File: src/rtl/busdma_pkg.sv
package busdma_pkg;

  typedef enum logic [1:0] {
    SZ_BYTE = 2'd0,
    SZ_HALF = 2'd1,
    SZ_WORD = 2'd2,
    SZ_RSVD = 2'd3
  } acc_size_e;

  localparam int SLICE_BYTES = 8;
  localparam int SLICE_BITS  = SLICE_BYTES * 8;

  localparam int OFS_CMD   = 0;
  localparam int OFS_VND_A = 1;
  localparam int OFS_STS   = 2;
  localparam int OFS_VND_B = 3;
  localparam int OFS_PTR   = 4;

  localparam logic [7:0] CMD_KEEP_MASK = 8'h09;
  localparam int CMD_BIT_GO  = 0;
  localparam int CMD_BIT_DIR = 3;

  localparam int STS_BIT_ACTIVE = 0;
  localparam int STS_BIT_ERR    = 1;
  localparam int STS_BIT_IRQ    = 2;
  localparam logic [7:0] STS_RW_MASK  = 8'h60;

  localparam logic [7:0] VND_ABSENT = 8'hFF;

  function automatic logic [7:0] size_lane_mask(input logic [1:0] sz);
    case (sz)
      SZ_BYTE: return 8'h01;
      SZ_HALF: return 8'h03;
      SZ_WORD: return 8'h0F;
      default: return 8'h00;
    endcase
  endfunction

endpackage

File: src/rtl/busdma_decode.sv
module busdma_decode
  import busdma_pkg::*;
#(
  parameter int NUM_CH = 2,
  localparam int CH_W   = (NUM_CH > 1) ? $clog2(NUM_CH) : 1,
  localparam int ADDR_W = CH_W + 3
) (
  input  logic              io_wr,
  input  logic [ADDR_W-1:0] io_addr,
  input  logic [1:0]        io_size,
  input  logic [31:0]       io_wdata,
  output logic              acc_ok,
  output logic [CH_W-1:0]   acc_ch,
  output logic [2:0]        acc_ofs,
  output logic [7:0]        byte_en,
  output logic [63:0]       lane_data,
  output logic [NUM_CH-1:0] ch_wr
);

  logic align_ok;
  logic ch_in_range;

  always_comb begin
    acc_ofs = io_addr[2:0];
    acc_ch  = io_addr[ADDR_W-1:3];
    case (io_size)
      SZ_BYTE: align_ok = 1'b1;
      SZ_HALF: align_ok = ~acc_ofs[0];
      SZ_WORD: align_ok = (acc_ofs[1:0] == 2'b00);
      default: align_ok = 1'b0;
    endcase
    ch_in_range = (32'(acc_ch) < NUM_CH);
    acc_ok      = align_ok && ch_in_range;
    byte_en     = acc_ok ? (size_lane_mask(io_size) << acc_ofs) : 8'h00;
    lane_data   = {32'd0, io_wdata} << {acc_ofs, 3'b000};
  end

  for (genvar c = 0; c < NUM_CH; c++) begin : g_sel
    assign ch_wr[c] = io_wr && acc_ok && (acc_ch == CH_W'(c));
  end

endmodule

File: src/rtl/busdma_chan.sv
module busdma_chan
  import busdma_pkg::*;
#(
  parameter bit HAS_VENDOR = 1'b1
) (
  input  logic        clk,
  input  logic        rst_n,
  input  logic        wr_en,
  input  logic [7:0]  byte_en,
  input  logic [63:0] lane_data,
  input  logic        eng_clr_active,
  input  logic        eng_set_err,
  input  logic        eng_set_irq,
  output logic [63:0] window,
  output logic        start_pulse,
  output logic        cancel_pulse,
  output logic        dir,
  output logic [31:0] cur_addr,
  output logic [7:0]  status
);

  logic [7:0]  cmd_q, sts_q, sts_d, cmd_d;
  logic [31:0] ptr_q, ptr_d;
  logic        start_q, cancel_q;
  logic [7:0]  vnd_a_rd, vnd_b_rd;

  logic [7:0] w_cmd, w_sts;
  logic       cmd_wr, sts_wr, ptr_wr;
  logic       start_req, cancel_req;

  assign w_cmd  = lane_data[8*OFS_CMD +: 8];
  assign w_sts  = lane_data[8*OFS_STS +: 8];
  assign cmd_wr = wr_en && byte_en[OFS_CMD];
  assign sts_wr = wr_en && byte_en[OFS_STS];
  assign ptr_wr = wr_en && (|byte_en[OFS_PTR +: 4]);

  assign start_req  = cmd_wr && w_cmd[CMD_BIT_GO] && !sts_q[STS_BIT_ACTIVE];
  assign cancel_req = cmd_wr && !w_cmd[CMD_BIT_GO];

  always_comb begin
    cmd_d = cmd_wr ? (w_cmd & CMD_KEEP_MASK) : cmd_q;
  end

  // status next state: clear-then-set ordering for every bit
  always_comb begin
    sts_d = sts_q;
    if (cancel_q || eng_clr_active) sts_d[STS_BIT_ACTIVE] = 1'b0;
    if (start_req)                  sts_d[STS_BIT_ACTIVE] = 1'b1;
    if (sts_wr) begin
      sts_d[STS_BIT_ERR] = sts_q[STS_BIT_ERR] & ~w_sts[STS_BIT_ERR];
      sts_d[STS_BIT_IRQ] = sts_q[STS_BIT_IRQ] & ~w_sts[STS_BIT_IRQ];
      sts_d[6:5]         = w_sts[6:5];
    end
    if (eng_set_err) sts_d[STS_BIT_ERR] = 1'b1;
    if (eng_set_irq) sts_d[STS_BIT_IRQ] = 1'b1;
    sts_d[7]   = 1'b0;
    sts_d[4:3] = 2'b00;
  end

  for (genvar b = 0; b < 4; b++) begin : g_ptr_lane
    if (b == 0) begin : g_low
      assign ptr_d[7:0] = byte_en[OFS_PTR] ?
                          {lane_data[8*OFS_PTR + 2 +: 6], 2'b00} :
                          {ptr_q[7:2], 2'b00};
    end else begin : g_upper
      assign ptr_d[8*b +: 8] = byte_en[OFS_PTR + b] ?
                               lane_data[8*(OFS_PTR + b) +: 8] :
                               ptr_q[8*b +: 8];
    end
  end

  always_ff @(posedge clk) begin
    if (!rst_n) begin
      cmd_q    <= '0;
      sts_q    <= '0;
      ptr_q    <= '0;
      cur_addr <= '0;
      start_q  <= 1'b0;
      cancel_q <= 1'b0;
    end else begin
      cmd_q    <= cmd_d;
      sts_q    <= sts_d;
      start_q  <= start_req;
      cancel_q <= cancel_req;
      if (ptr_wr) begin
        ptr_q    <= ptr_d;
        cur_addr <= ptr_d;
      end
    end
  end

  if (HAS_VENDOR) begin : g_vendor
    logic [7:0] vnd_a_q, vnd_b_q;
    always_ff @(posedge clk) begin
      if (!rst_n) begin
        vnd_a_q <= '0;
        vnd_b_q <= '0;
      end else begin
        if (wr_en && byte_en[OFS_VND_A]) vnd_a_q <= lane_data[8*OFS_VND_A +: 8];
        if (wr_en && byte_en[OFS_VND_B]) vnd_b_q <= lane_data[8*OFS_VND_B +: 8];
      end
    end
    assign vnd_a_rd = vnd_a_q;
    assign vnd_b_rd = vnd_b_q;
  end else begin : g_no_vendor
    assign vnd_a_rd = VND_ABSENT;
    assign vnd_b_rd = VND_ABSENT;
  end

  assign window       = {ptr_q, vnd_b_rd, sts_q, vnd_a_rd, cmd_q};
  assign start_pulse  = start_q;
  assign cancel_pulse = cancel_q;
  assign dir          = cmd_q[CMD_BIT_DIR];
  assign status       = sts_q;

endmodule

File: src/rtl/busdma_read_mux.sv
module busdma_read_mux
  import busdma_pkg::*;
#(
  parameter int NUM_CH = 2,
  localparam int CH_W  = (NUM_CH > 1) ? $clog2(NUM_CH) : 1
) (
  input  logic [NUM_CH*SLICE_BITS-1:0] win_flat,
  input  logic                         acc_ok,
  input  logic [CH_W-1:0]              acc_ch,
  input  logic [2:0]                   acc_ofs,
  input  logic [1:0]                   io_size,
  output logic [31:0]                  rdata
);

  logic [SLICE_BITS-1:0] sel_win, shifted;
  logic [31:0]           size_mask;

  always_comb begin
    sel_win = '0;
    for (int c = 0; c < NUM_CH; c++) begin
      if (acc_ch == CH_W'(c)) sel_win = win_flat[SLICE_BITS*c +: SLICE_BITS];
    end
    shifted = sel_win >> {acc_ofs, 3'b000};
    case (io_size)
      SZ_BYTE: size_mask = 32'h0000_00FF;
      SZ_HALF: size_mask = 32'h0000_FFFF;
      SZ_WORD: size_mask = 32'hFFFF_FFFF;
      default: size_mask = 32'h0;
    endcase
    rdata = acc_ok ? (shifted[31:0] & size_mask) : 32'h0;
  end

endmodule

File: src/rtl/busdma_regs.sv
module busdma_regs
  import busdma_pkg::*;
#(
  parameter int NUM_CH     = 2,
  parameter bit HAS_VENDOR = 1'b1,
  localparam int CH_W   = (NUM_CH > 1) ? $clog2(NUM_CH) : 1,
  localparam int ADDR_W = CH_W + 3
) (
  input  logic                 clk,
  input  logic                 rst_n,
  input  logic                 io_wr,
  input  logic [ADDR_W-1:0]    io_addr,
  input  logic [1:0]           io_size,
  input  logic [31:0]          io_wdata,
  output logic [31:0]          io_rdata,
  input  logic [NUM_CH-1:0]    eng_clr_active,
  input  logic [NUM_CH-1:0]    eng_set_err,
  input  logic [NUM_CH-1:0]    eng_set_irq,
  output logic [NUM_CH-1:0]    dma_start,
  output logic [NUM_CH-1:0]    dma_cancel,
  output logic [NUM_CH-1:0]    dma_dir,
  output logic [NUM_CH*32-1:0] dma_cur_addr,
  output logic [NUM_CH*8-1:0]  dma_status
);

  logic                         acc_ok;
  logic [CH_W-1:0]              acc_ch;
  logic [2:0]                   acc_ofs;
  logic [7:0]                   byte_en;
  logic [63:0]                  lane_data;
  logic [NUM_CH-1:0]            ch_wr;
  logic [NUM_CH*SLICE_BITS-1:0] win_flat;

  busdma_decode #(.NUM_CH(NUM_CH)) u_decode (
    .io_wr     (io_wr),
    .io_addr   (io_addr),
    .io_size   (io_size),
    .io_wdata  (io_wdata),
    .acc_ok    (acc_ok),
    .acc_ch    (acc_ch),
    .acc_ofs   (acc_ofs),
    .byte_en   (byte_en),
    .lane_data (lane_data),
    .ch_wr     (ch_wr)
  );

  for (genvar c = 0; c < NUM_CH; c++) begin : g_ch
    busdma_chan #(.HAS_VENDOR(HAS_VENDOR)) u_chan (
      .clk            (clk),
      .rst_n          (rst_n),
      .wr_en          (ch_wr[c]),
      .byte_en        (byte_en),
      .lane_data      (lane_data),
      .eng_clr_active (eng_clr_active[c]),
      .eng_set_err    (eng_set_err[c]),
      .eng_set_irq    (eng_set_irq[c]),
      .window         (win_flat[SLICE_BITS*c +: SLICE_BITS]),
      .start_pulse    (dma_start[c]),
      .cancel_pulse   (dma_cancel[c]),
      .dir            (dma_dir[c]),
      .cur_addr       (dma_cur_addr[32*c +: 32]),
      .status         (dma_status[8*c +: 8])
    );
  end

  busdma_read_mux #(.NUM_CH(NUM_CH)) u_rmux (
    .win_flat (win_flat),
    .acc_ok   (acc_ok),
    .acc_ch   (acc_ch),
    .acc_ofs  (acc_ofs),
    .io_size  (io_size),
    .rdata    (io_rdata)
  );

endmodule

File: config.mk
export PLATFORM = sky130hd
export DESIGN_NAME = busdma_regs
export DESIGN_NICKNAME = d
export VERILOG_FILES = /design/src/rtl/busdma_pkg.sv /design/src/rtl/busdma_decode.sv /design/src/rtl/busdma_chan.sv /design/src/rtl/busdma_read_mux.sv /design/src/rtl/busdma_regs.sv
export SDC_FILE = /design/constraint.sdc
export NUM_CORES = 1
export LEC_CHECK = 0
export BUFFER_PORTS_ARGS = -buffer_cell sky130_fd_sc_hd__clkbuf_2
export CAP_MARGIN = 40
export CORE_MARGIN = 2
export CORE_UTILIZATION = 50
export DETAILED_ROUTE_END_ITERATION = 8
export PLACE_DENSITY = 0.74
export SYNTH_ARGS = -nofsm -noshare
export SYNTH_HDL_FRONTEND = slang
export SYNTH_SLANG_ARGS = --single-unit
File: constraint.sdc
create_clock -name clk -period 2.8 [get_ports clk]
set_input_delay 0.42 -clock clk [delete_from_list [all_inputs] [get_ports clk]]
set_output_delay 0.42 -clock clk [all_outputs]
set_load 0.005 [all_outputs]
==> summary.md, run 1 <==
| Metric | Value |
|---|---|
| Worst setup EP type | `output port` |
| Clk sink count | `110` |
| Postcts setup bufs | `0` |
| Clock skew | `around 0.0019 ns` |
| Synth Instances | `a little over 900` |
| Required @ worst endpoint | `between 2 and 2.5 ns` |
| Worst-Skew Late Latency | `between 0.3 and 0.4 ns` |
| Max Fanout on Critical Path | `31` |
| Drt pass-1 iters | `7` |
| Placer Congestion | `between 0.9 and 1` |
| Hold Crit Class | `input port to register` |
| Worst setup path category | `input port to output port` |
| Combinational Power Share | `about a fifth` |
| Fmax | `around 0.39 GHz` |
| Commonest non-fill, non-tap cell in the layout | `mux2i_1` |
| Final Hold Viols | `0` |
| Hold_ws | `0.320 ns` |
| Cts repair resizes | `0` |
| Total Nets Final | `1121` |
| Area growth syn-to-layout | `17.3%` |
| Data arrival, critical path | `about 2.2 ns` |
| Synth cell types | `between 70 and 80` |
| Count of flip-flops with a built-in enable after synthesis | `0` |
| Row count | `47` |
| Pin count of the biggest net entering global routing | `between 50 and 60` |
| Post-DRT Antenna Nets | `0` |
| Clock slew at reported path FFs | `approximately 0.07 ns` |
| Core area | `between 15000 and 20000 um^2` |
| Clock Root Buffer | `clkbuf_16` |
| Setup ws final | `0.212 ns` |
| Final HPWL DP | `~22000 um` |
| Die X | `133 um` |
| Slew Viols, Final | `0` |
| Net Sw Frac | `approximately 29%` |
| Lkg Pwr | `approximately 4.3 nW` |
| Flops & latches, synth | `110` |
| Top Ports | `~170` |
| PD cells | `384 nW/um^2` |
| RSZ-0062 raised after global routing | `false` |
| Via count | `8361` |
| Share of Yosys cell area claimed by the top area cell type | `about a quarter` |
| GRT overflow | `0` |
| Vias/cell | `6.46` |
| Initial Util | `around half` |
| Final wirelength | `approximately 30000 um` |
| H-Tree Depth | `3` |
| Wire per inst | `around 23 um` |
| Final Cycle Share | `approximately 92%` |
| Initial antenna violation count | `0` |
| Die area | `roughly 18000 um^2` |
| Cell area after layout | `9710 um^2` |
| CTS Buf Count | `9` |
| Peak VDD IR | `between 0.3 and 0.4 mV` |
| GR Util All Layers | `33.8%` |
| Minimum clock period | `~2.6 ns` |
| Non-Filler Instances | `1294` |
| Power Internal | `~2.6 mW` |
| Port Buffer Count | `roughly 150` |
| Asr flop ratio synth | `0%` |
| Dpl cells | `1277` |
| Clock power share | `approximately 39%` |
| Startpoint Class | `input port` |
| Netlist Area Pre-Place | `just over 8000 um^2` |
| CTS tree | `done` |
| Die height | `133 um` |
| Area leader, netlist | `dfxtp_1` |
| Pre-CTS setup slack | `0.245 ns` |
| Antenna diodes | `0` |
| CTS hold repair buffers | `0` |
| Vias in the first global route | `between 7000 and 8000` |
| First-pass GRT wire length | `~46000 um` |
| Layout cell share with drive strength beyond 1 | `between 20% and 30%` |
| Status | `finished clean` |
| Worst-case clock buffer depth | `2` |
| Ys Warns | `0` |
| Placed inst area | `9370 um^2` |
| Worst-margin pin slew | `a little under 0.8 ns` |
| Synth Area per Inst | `between 8 and 9 um^2` |
| Max-slew headroom | `approximately 48%` |
| Sum of negative setup slack | `0 ns` |
| Sequential Power Share | `about 43%` |
| Drt drc | `0` |
| Max-cap viol count | `0` |
| Final setup fails | `0` |
| Synth area leaders | `dfxtp_1 (27%), mux2i_1 (19%), mux4_2 (9.0%), nand2_1 (6.0%), buf_4 (2.7%)` |
| Leading register cell type out of synthesis | `dfxtp_1` |
| P_sw | `~1.1 mW` |
| Most frequent cells in the layout | `mux2i_1 (159), clkbuf_2 (149), nand2_1 (133), dfxtp_1 (110), buf_4 (63)` |
| Detailed Route Iter0 Violations | `991` |
| Sequential fraction of the synthesis area | `between 20% and 30%` |
## metrics by stage
step	power (mW)	util, %
after floorplan	2.08	-
after global placement	2.30	57.0
after detailed placement	2.31	57.1
after CTS	3.72	59.1
after global routing	3.84	59.2
final	3.73	59.2
## worst max-delay path, stage by stage
cell	delay, ns
buf_4	0.37
buf_4	0.23
buf_4	0.19
mux2i_1	0.12
mux4_2	0.50
o2bb2ai_1	0.20
clkbuf_2	0.14
## area by class of cell
type,count,area (um^2)
timing repair buffer,218,1320
inverter,13,48.8
clock buffer,9,225
tap,220,275
sequential,110,2200
fill,1426,6700
clock inverter,7,105
multi-input combinational,717,5530
## per-layer routing
layer,up-vias,track usage (%),routed length (um)
met4,0,16.6,1390
met2,575,52.1,13300
li1,3696,-,-
met3,93,7.24,3100
met1,3997,45.1,12200
met5,-,0,0
## sequential cells by signal, indices dropped and copies added (netlist names)
name                          cells
g_ch.u_chan.start_pulse           2
g_ch.u_chan.cancel_pulse          2
g_ch.u_chan.cur_addr             60
g_ch.u_chan.status               10
g_ch.u_chan.g_vendor.vnd_a_q     16
g_ch.u_chan.cmd_q                 4
g_ch.u_chan.g_vendor.vnd_b_q     16
## worst paths after layout
kind	start	endpoint	slack [ns]	cells past startpoint
setup reg to reg	g_ch[0].u_chan.status[0]	g_ch[0].u_chan.status[0]	1.81	2
hold / removal	eng_clr_active[0]	g_ch[0].u_chan.status[0]	0.32	3
hold reg to reg	g_ch[1].u_chan.g_vendor.vnd_b_q[4]	g_ch[1].u_chan.g_vendor.vnd_b_q[4]	0.50	2
setup / recovery	io_addr[0]	io_rdata[4]	0.21	7
## logic make-up after synthesis
kind of cell | synth area share (%)
and+or+nand+nor | 18.5
muxes | 29.7
AOI/OAI and AO/OA | 17.3
DFF | 26.6
buffers and inverters | 7.07
adders and majority gates | 0.756
other | 0.0453
## synth_stat cells, drive strengths merged (4+ instances only)
cell type / instances
a22oi: 6
a21boi: 5
nand2: 137
nand3b: 29
o21ai: 41
o2111ai: 4
buf: 66
mux2: 11
and2: 6
a21oi: 40
and3: 6
a211oi: 11
a221oi: 6
nor2b: 10
nor3: 8
nand3: 37
mux4: 33
dfxtp: 110
o211a: 16
o22ai: 19
o2bb2ai: 8
ha: 5
mux2i: 159
nand2b: 9
inv: 13
a31oi: 8
o211ai: 5
clkbuf: 28
nor2: 42
## power by group through the flow
stage          Clock [mW]  Combinational (mW)  Sequential, mW
2_1_floorplan           0               0.455            1.63
3_3_place_gp            0               0.674            1.63
3_5_place_dp            0               0.679            1.63
4_1_cts              1.45               0.683            1.59
5_1_grt              1.51               0.739            1.60
6_report             1.43               0.701            1.59
No activity file was read; power rests on OpenSTA's default activity.
==> run 2: changes to the inputs <==
--- a/config.mk
+++ b/config.mk
@@ -5,12 +5,13 @@
 export SDC_FILE = /design/constraint.sdc
 export NUM_CORES = 1
 export LEC_CHECK = 0
+export ABC_AREA = 1
 export BUFFER_PORTS_ARGS = -buffer_cell sky130_fd_sc_hd__clkbuf_2
 export CAP_MARGIN = 40
 export CORE_MARGIN = 2
 export CORE_UTILIZATION = 50
 export DETAILED_ROUTE_END_ITERATION = 8
-export PLACE_DENSITY = 0.74
+export PLACE_DENSITY = 0.75
 export SYNTH_ARGS = -nofsm -noshare
 export SYNTH_HDL_FRONTEND = slang
 export SYNTH_SLANG_ARGS = --single-unit
==> run 2 against run 1 <==
Clock power decreased by 11%. Sequential share of layout area rose by 3.6 points. Final cell count grew 19%.
==> summary.md, run 2 <==
| Metric | Value |
|---|---|
| Max-slew headroom | `50.6% (+2.3 points)` |
| Synth Instances | `1225 (+32%)` |
| Drt pass-1 iters | `7 (unchanged)` |
| Commonest non-fill, non-tap cell in the layout | `nand2_1` |
| Port Buffer Count | `154 (unchanged)` |
| Data arrival, critical path | `2.15 ns (-0.02 ns)` |
| Worst-case clock buffer depth | `2 (unchanged)` |
| Dpl cells | `1518 (+19%)` |
| Die height | `124 um (-6.2%)` |
| Area of the multi-input gates | `4250 um^2 (-23%)` |
| Top Ports | `165 (unchanged)` |
| Share of Yosys cell area claimed by the top area cell type | `30.4% (+3.8 points)` |
| Most common cell in the synthesized netlist | `nand2_1` |
| Status | `finished clean` |
| Flops & latches, synth | `110 (unchanged)` |
| Initial antenna violation count | `0 (unchanged)` |
| Finished Core Util | `58.3% (-0.88 points)` |
| Clock slew at reported path FFs | `0.07 ns (about the same)` |
| Lkg Pwr | `4.05 nW (-5.8%)` |
| GRT overflow | `0 (unchanged)` |
| Synth Area per Inst | `5.92 um^2 (-34%)` |
| Setup ws final | `0.230 ns (+0.0178 ns)` |
| Placer Congestion | `0.997 (+1.3%)` |
| Max Fanout on Critical Path | `61 (+97%)` |
| Row count | `44 (-6.4%)` |
| Critical path's largest stage delay | `0.37 ns (-0.13 ns)` |
| Sequential fraction of the synthesis area | `30.4% (+3.8 points)` |
| Worst setup EP type | `output port` |
| Final Cycle Share | `91.8% (-0.64 points)` |
| Area growth syn-to-layout | `15.5%` |
| Ys Warns | `0 (unchanged)` |
| Core area | `14400 um^2 (-12%)` |
| Most frequent cells in the layout | `nand2_1 (347), nor2_1 (230), o21ai_0 (165), clkbuf_2 (154), dfxtp_1 (110)` |
| Synth area leaders | `dfxtp_1 (30%), nand2_1 (18%), nor2_1 (12%), o21ai_0 (11%), inv_1 (4.1%)` |
| Max-cap viol count | `0 (unchanged)` |
| GR Util All Layers | `34.8% (+0.92 points)` |
| CTS hold repair buffers | `0 (unchanged)` |
| Final HPWL DP | `20900 um (-4.9%)` |
| Minimum clock period | `2.57 ns (-0.0178 ns)` |
| Post-DRT Antenna Nets | `0 (unchanged)` |
| Pre-CTS setup slack | `0.334 ns (+0.0888 ns)` |
| Clock skew | `0.00101 ns (-0.000898 ns)` |
| Total Nets Final | `1397 (+25%)` |
| Hold Crit Class | `input port to register` |
| Startpoint Class | `input port` |
| Die X | `124 um (-6.2%)` |
| Postcts setup bufs | `0 (unchanged)` |
| Bufs and invs on worst path | `4 (unchanged)` |
| Worst-Skew Late Latency | `0.36 ns (about the same)` |
| Required @ worst endpoint | `2.38 ns (about the same)` |
| CTS Buf Count | `9 (unchanged)` |
| Fillers | `1510 (+5.9%)` |
| Detailed Route Iter0 Violations | `1117 (+13%)` |
| Final setup fails | `0 (unchanged)` |
| Worst-margin pin slew | `0.742 ns (-0.0336 ns)` |
| Top cells by count, synth | `nand2_1 (347), nor2_1 (230), o21ai_0 (165)` |
| CTS tree | `done` |
| H-Tree Depth | `3 (unchanged)` |
| Clock Root Buffer | `clkbuf_16` |
| CP cell instances | `clkbuf_2 -> buf_12 -> or2_2 -> o21ai_0 -> nand2_1 -> nand3_1 -> o21ai_0 -> o21ai_0 -> inv_1 -> clkbuf_2` |
| Pin count of the biggest net entering global routing | `81 (+56%)` |
| Top flop regs | `g_ch.u_chan.cur_addr: 60 flops, g_ch.u_chan.g_vendor.vnd_a_q: 16 flops, g_ch.u_chan.g_vendor.vnd_b_q: 16 flops` |
| Final Hold Viols | `0 (unchanged)` |
| Die area | `15500 um^2 (-12%)` |
| Fmax | `0.389 GHz (+0.69%)` |
| Worst setup path category | `input port to output port` |
| Vias in the first global route | `7595 (-3.7%)` |
| Peak VDD IR | `0.282 mV (-18%)` |
| Most frequent CP cell | `o21ai_0` |
| Slew Viols, Final | `0 (unchanged)` |
| Drt drc | `0 (unchanged)` |
| Non-Filler Instances | `1534 (+19%)` |
| Max FFs per register | `60 (unchanged)` |
| Most flops, register | `g_ch.u_chan.cur_addr` |
| Layout cell share with drive strength beyond 1 | `18.2% (-10 points)` |
| CP delay by family, top | `compound AO/OA/AOI/OAI gates` |
| Sum of negative setup slack | `0 ns (unchanged)` |
| Via count | `8545 (+2.2%)` |
| Final wirelength | `27400 um (-8.6%)` |
| Vias/cell | `5.57 (-14%)` |
| Leading register cell type out of synthesis | `dfxtp_1` |
| RSZ-0062 raised after global routing | `false` |
| Reg area | `2200 um^2 (unchanged)` |
| PD cells | `423 nW/um^2 (+10%)` |
| Netlist Area Pre-Place | `7250 um^2 (-12%)` |
| Wire per inst | `17.9 um (-23%)` |
| Clk sink count | `110 (unchanged)` |
| Area leader, netlist | `dfxtp_1` |
| First-pass GRT wire length | `42600 um (-7.4%)` |
| Cts repair resizes | `0 (unchanged)` |
| Initial Util | `50.5% (about the same)` |
| Count of flip-flops with a built-in enable after synthesis | `0 (unchanged)` |
| Asr flop ratio synth | `0% (unchanged)` |
| Synth cell types | `41 (-43%)` |
| Crit-path slowest cell | `o21ai_0` |
| Antenna diodes | `0 (unchanged)` |
==> run 2: changes by cell type in the layout (fill, tap and decap cells not counted), moves of 33 or more <==
cell     before  now
nand2_1     133  347
buf_4        63   23
mux2i_1     159    3
mux4_2       33    0
nor2_1       42  230
o21ai_0      39  165
inv_1        12   80
==> run 2: metrics by stage <==
stage / total power, mW / hold slack (ns) / cell area, um^2
after floorplan: 2.06 / 0.419 / 7290
after global placement: 2.29 / 0.437 / 8090
after detailed placement: 2.29 / 0.450 / 8090
after CTS: 3.53 / 0.238 / 8380
after global routing: 3.68 / 0.248 / 8380
final: 3.54 / 0.241 / 8380
==> run 2: final timing paths <==
kind	startpoint	cells after the start	end	slack (ns)
max	io_addr[3]	10	io_rdata[19]	0.23
min	eng_clr_active[1]	2	g_ch[1].u_chan.status[0]	0.24
max reg2reg	g_ch[0].u_chan.status[0]	3	g_ch[0].u_chan.status[0]	1.83
min reg2reg	g_ch[1].u_chan.cancel_pulse	1	g_ch[1].u_chan.status[0]	0.46
==> run 2: layer usage <==
metal  vias to the layer above  part of all wire, %  routed length, um  track usage, %
met2                       505                   44              12100            54.3
met4                         0                  4.0               1110            12.8
met5                         -                    0                  0               0
met3                        74                  9.6               2640            6.10
li1                       4119                    -                  -               -
met1                      3847                   42              11600            48.2
==> run 2: power by group <==
group	switching (mW)	leakage, nW	internal (mW)
logic	0.466	3.02	0.204
registers	0.0184	0.888	1.58
clock network	0.648	0.140	0.621
total	1.13	4.05	2.41
==> run 2: area by class of cell <==
class                           instances  share of cell area, %
Clock buffer                           10                   2.73
Clock inverter                          6                  0.642
Inverter                               98                   4.42
Multi-Input combinational cell        944                   50.7
Sequential cell                       110                   26.3
Tap cell                              184                   2.75
Timing Repair Buffer                  182                   12.5
==> run 2: cells by family (layout without fill, tap and decap cells) <==
group | after synthesis | count (layout) | share of synthesized area [%]
AND/OR/NAND/NOR | 671 | 671 | 37.8
AO/OA/AOI/OAI | 255 | 255 | 19.0
buffers and inverters | 180 | 296 | 11.6
flip-flops | 110 | 110 | 30.4
adder cells (fa/ha/maj) | 5 | 5 | 0.862
multiplexers | 3 | 3 | 0.414
other | 1 | 10 | 0.0517
==> run 3: changes to the inputs <==
==> constraint.sdc (replaced) <==
create_clock -name clk -period 2.65 [get_ports clk]
set_input_delay 0.3975 -clock clk [delete_from_list [all_inputs] [get_ports clk]]
set_output_delay 0.3975 -clock clk [all_outputs]
set_load 0.005 [all_outputs]
==> run 3 against run 2 <==
Final cell count up 0.39%. Hold slack lost 0.028 ns. Critical path depth decreased by 2. Clock-buffer cell count down 1. First-iteration DRC count fell by 17%. Via count about the same. Worst setup slack got worse by 0.048 ns. Clock power increased by 23%.
==> summary.md, run 3 (synthesis results as in run 2) <==
| Metric | Value |
|---|---|
| Slew Viols, Final | `0 (unchanged)` |
| Lkg Pwr | `4.10 nW (+1.2%)` |
| Worst setup path category | `input port to output port` |
| Data arrival, critical path | `2.07 ns (-0.08 ns)` |
| Max-cap viol count | `0 (unchanged)` |
| Reg area | `2200 um^2 (unchanged)` |
| Initial antenna violation count | `0 (unchanged)` |
| Worst-case clock buffer depth | `2 (unchanged)` |
| Port Buffer Count | `154 (unchanged)` |
| PD cells | `468 nW/um^2 (+11%)` |
| Fmax | `about 0.4 GHz` |
| Dpl cells | `1524 (+0.40%)` |
| Final setup fails | `0 (unchanged)` |
| Setup ws final | `0.182 ns (-0.0479 ns)` |
| Most frequent cells in the layout | `nand2_1 (347), nor2_1 (230), o21ai_0 (164), clkbuf_2 (154), dfxtp_1 (110)` |
| Area growth syn-to-layout | `16.7%` |
| Via count | `8547 (+0.023%)` |
| Worst-Skew Late Latency | `0.37 ns (about the same)` |
| CTS tree | `done` |
| Status | `finished clean` |
| Initial Util | `50.5% (unchanged)` |
| Drt pass-1 iters | `6 (-1)` |
| Die X | `124 um (unchanged)` |
| Die height | `124 um (unchanged)` |
| H-Tree Depth | `3 (unchanged)` |
| Postcts setup bufs | `0 (unchanged)` |
| Required @ worst endpoint | `2.25 ns (-0.13 ns)` |
| Post-DRT Antenna Nets | `0 (unchanged)` |
| GR Util All Layers | `34.8% (+0.054 points)` |
| Total Nets Final | `1403 (+0.43%)` |
| Placer Congestion | `1.01 (+1.8%)` |
| Pre-CTS setup slack | `0.240 ns (-0.0936 ns)` |
| Critical path's largest stage delay | `0.52 ns (+0.15 ns)` |
| Worst setup EP type | `output port` |
| Non-Filler Instances | `1540 (+0.39%)` |
| Final HPWL DP | `21200 um (+1.1%)` |
| Wire per inst | `17.9 um (+0.23%)` |
| Detailed Route Iter0 Violations | `932 (-17%)` |
| First-pass GRT wire length | `42400 um (-0.60%)` |
| Final Hold Viols | `0 (unchanged)` |
| Clock Root Buffer | `clkbuf_16` |
| Clk sink count | `110 (unchanged)` |
| Top Ports | `165 (unchanged)` |
| Top flop regs | `g_ch.u_chan.cur_addr: 60 flops, g_ch.u_chan.g_vendor.vnd_a_q: 16 flops, g_ch.u_chan.g_vendor.vnd_b_q: 16 flops` |
| Clock slew at reported path FFs | `0.08 ns (about the same)` |
| Most flops, register | `g_ch.u_chan.cur_addr` |
| Register-to-Register Setup Slack | `1.67 ns (-0.16 ns)` |
| Pin count of the biggest net entering global routing | `69 (-15%)` |
| Peak VDD IR | `0.312 mV (+11%)` |
| Die area | `15500 um^2 (unchanged)` |
| GRT overflow | `0 (unchanged)` |
| Layout cell share with drive strength beyond 1 | `18.7% (+0.44 points)` |
| Crit-path slowest cell | `buf_4` |
| Max-slew headroom | `51.7% (+1.2 points)` |
| Final Cycle Share | `approximately 93%` |
| CP cell instances | `clkbuf_2 -> buf_4 -> nand3_1 -> nand3_1 -> o21ai_0 -> o21ai_0 -> inv_1 -> clkbuf_2` |
| Sum of negative setup slack | `0 ns (unchanged)` |
| Row count | `44 (unchanged)` |
| Commonest non-fill, non-tap cell in the layout | `nand2_1` |
| Clock skew | `0.00139 ns (+0.000380 ns)` |
| Final wirelength | `27600 um (+0.63%)` |
| Vias in the first global route | `7677 (+1.1%)` |
| Max FFs per register | `60 (unchanged)` |
| Core area | `14400 um^2 (unchanged)` |
| Fillers | `1464 (-3.0%)` |
| Startpoint Class | `input port` |
| Minimum clock period | `roughly 2.5 ns` |
| RSZ-0062 raised after global routing | `false` |
| Worst-margin pin slew | `0.724 ns (-0.0178 ns)` |
| CTS Buf Count | `9 (unchanged)` |
| Vias/cell | `5.55 (-0.37%)` |
| Area of the multi-input gates | `4250 um^2 (unchanged)` |
| Max Fanout on Critical Path | `62 (+1.6%)` |
| Drt drc | `0 (unchanged)` |
| Antenna diodes | `0 (unchanged)` |
| Hold Crit Class | `input port to register` |
## run 3: cell count changes in the layout (fill, tap and decap cells not counted), moves of 2 or more
cell,change
clkinv_4,-2
buf_4,+7
inv_6,+2
bufinv_16,+2
## run 3: repair_timing
item	CTS	global route
setup endpoints to repair	0	1
resized for setup	0	1
hold buffers	0	0
## run 3: worst paths after layout
kind                                                  start                       end  depth (start not counted)
worst min register to register  g_ch[1].u_chan.cancel_pulse  g_ch[1].u_chan.status[0]                          1
worst min-delay path                      eng_clr_active[1]  g_ch[1].u_chan.status[0]                          2
worst max-delay path                             io_addr[0]              io_rdata[19]                          8
worst max register to register     g_ch[0].u_chan.status[0]  g_ch[0].u_chan.status[0]                          3
## run 3: metal layers
metal | routed length [um] | global-route usage, % | up-vias
met4 | 1310 | 17.0 | 0
met3 | 2790 | 8.20 | 71
met5 | 0 | 0 | -
met1 | 11600 | 47.0 | 3868
li1 | - | - | 4134
met2 | 12000 | 52.2 | 474
## run 3: worst max-delay path, delay by kind of cell
kind / cells / cell delay, ns
buffers and inverters: 4 / 0.89
AO/OA/AOI/OAI: 2 / 0.42
AND/OR/NAND/NOR: 2 / 0.34
## run 3: layout make-up
type | instances | share of cell area (%)
Clock inverter | 7 | 1.35
Timing Repair Buffer | 188 | 12.7
Tap cell | 184 | 2.72
Clock buffer | 9 | 2.66
Sequential cell | 110 | 26.0
Inverter | 98 | 4.38
Multi-Input combinational cell | 944 | 50.2
## run 3: per-stage QoR
stage	instance area (um^2)	utilization, %	hold slack [ns]	total power, mW
detailed placement	8130	56.5	0.440	2.42
floorplan	7290	-	0.419	2.17
CTS	8460	58.9	0.215	3.96
finish	8460	58.9	0.213	3.97
global route	8460	58.9	0.228	4.12
global placement	8130	56.5	0.444	2.41
## run 3: where the power goes
part	switching [mW]	leakage (nW)	internal [mW]
clock	0.709	0.165	0.853
sequential	0.0197	0.888	1.67
combinational	0.490	3.05	0.219
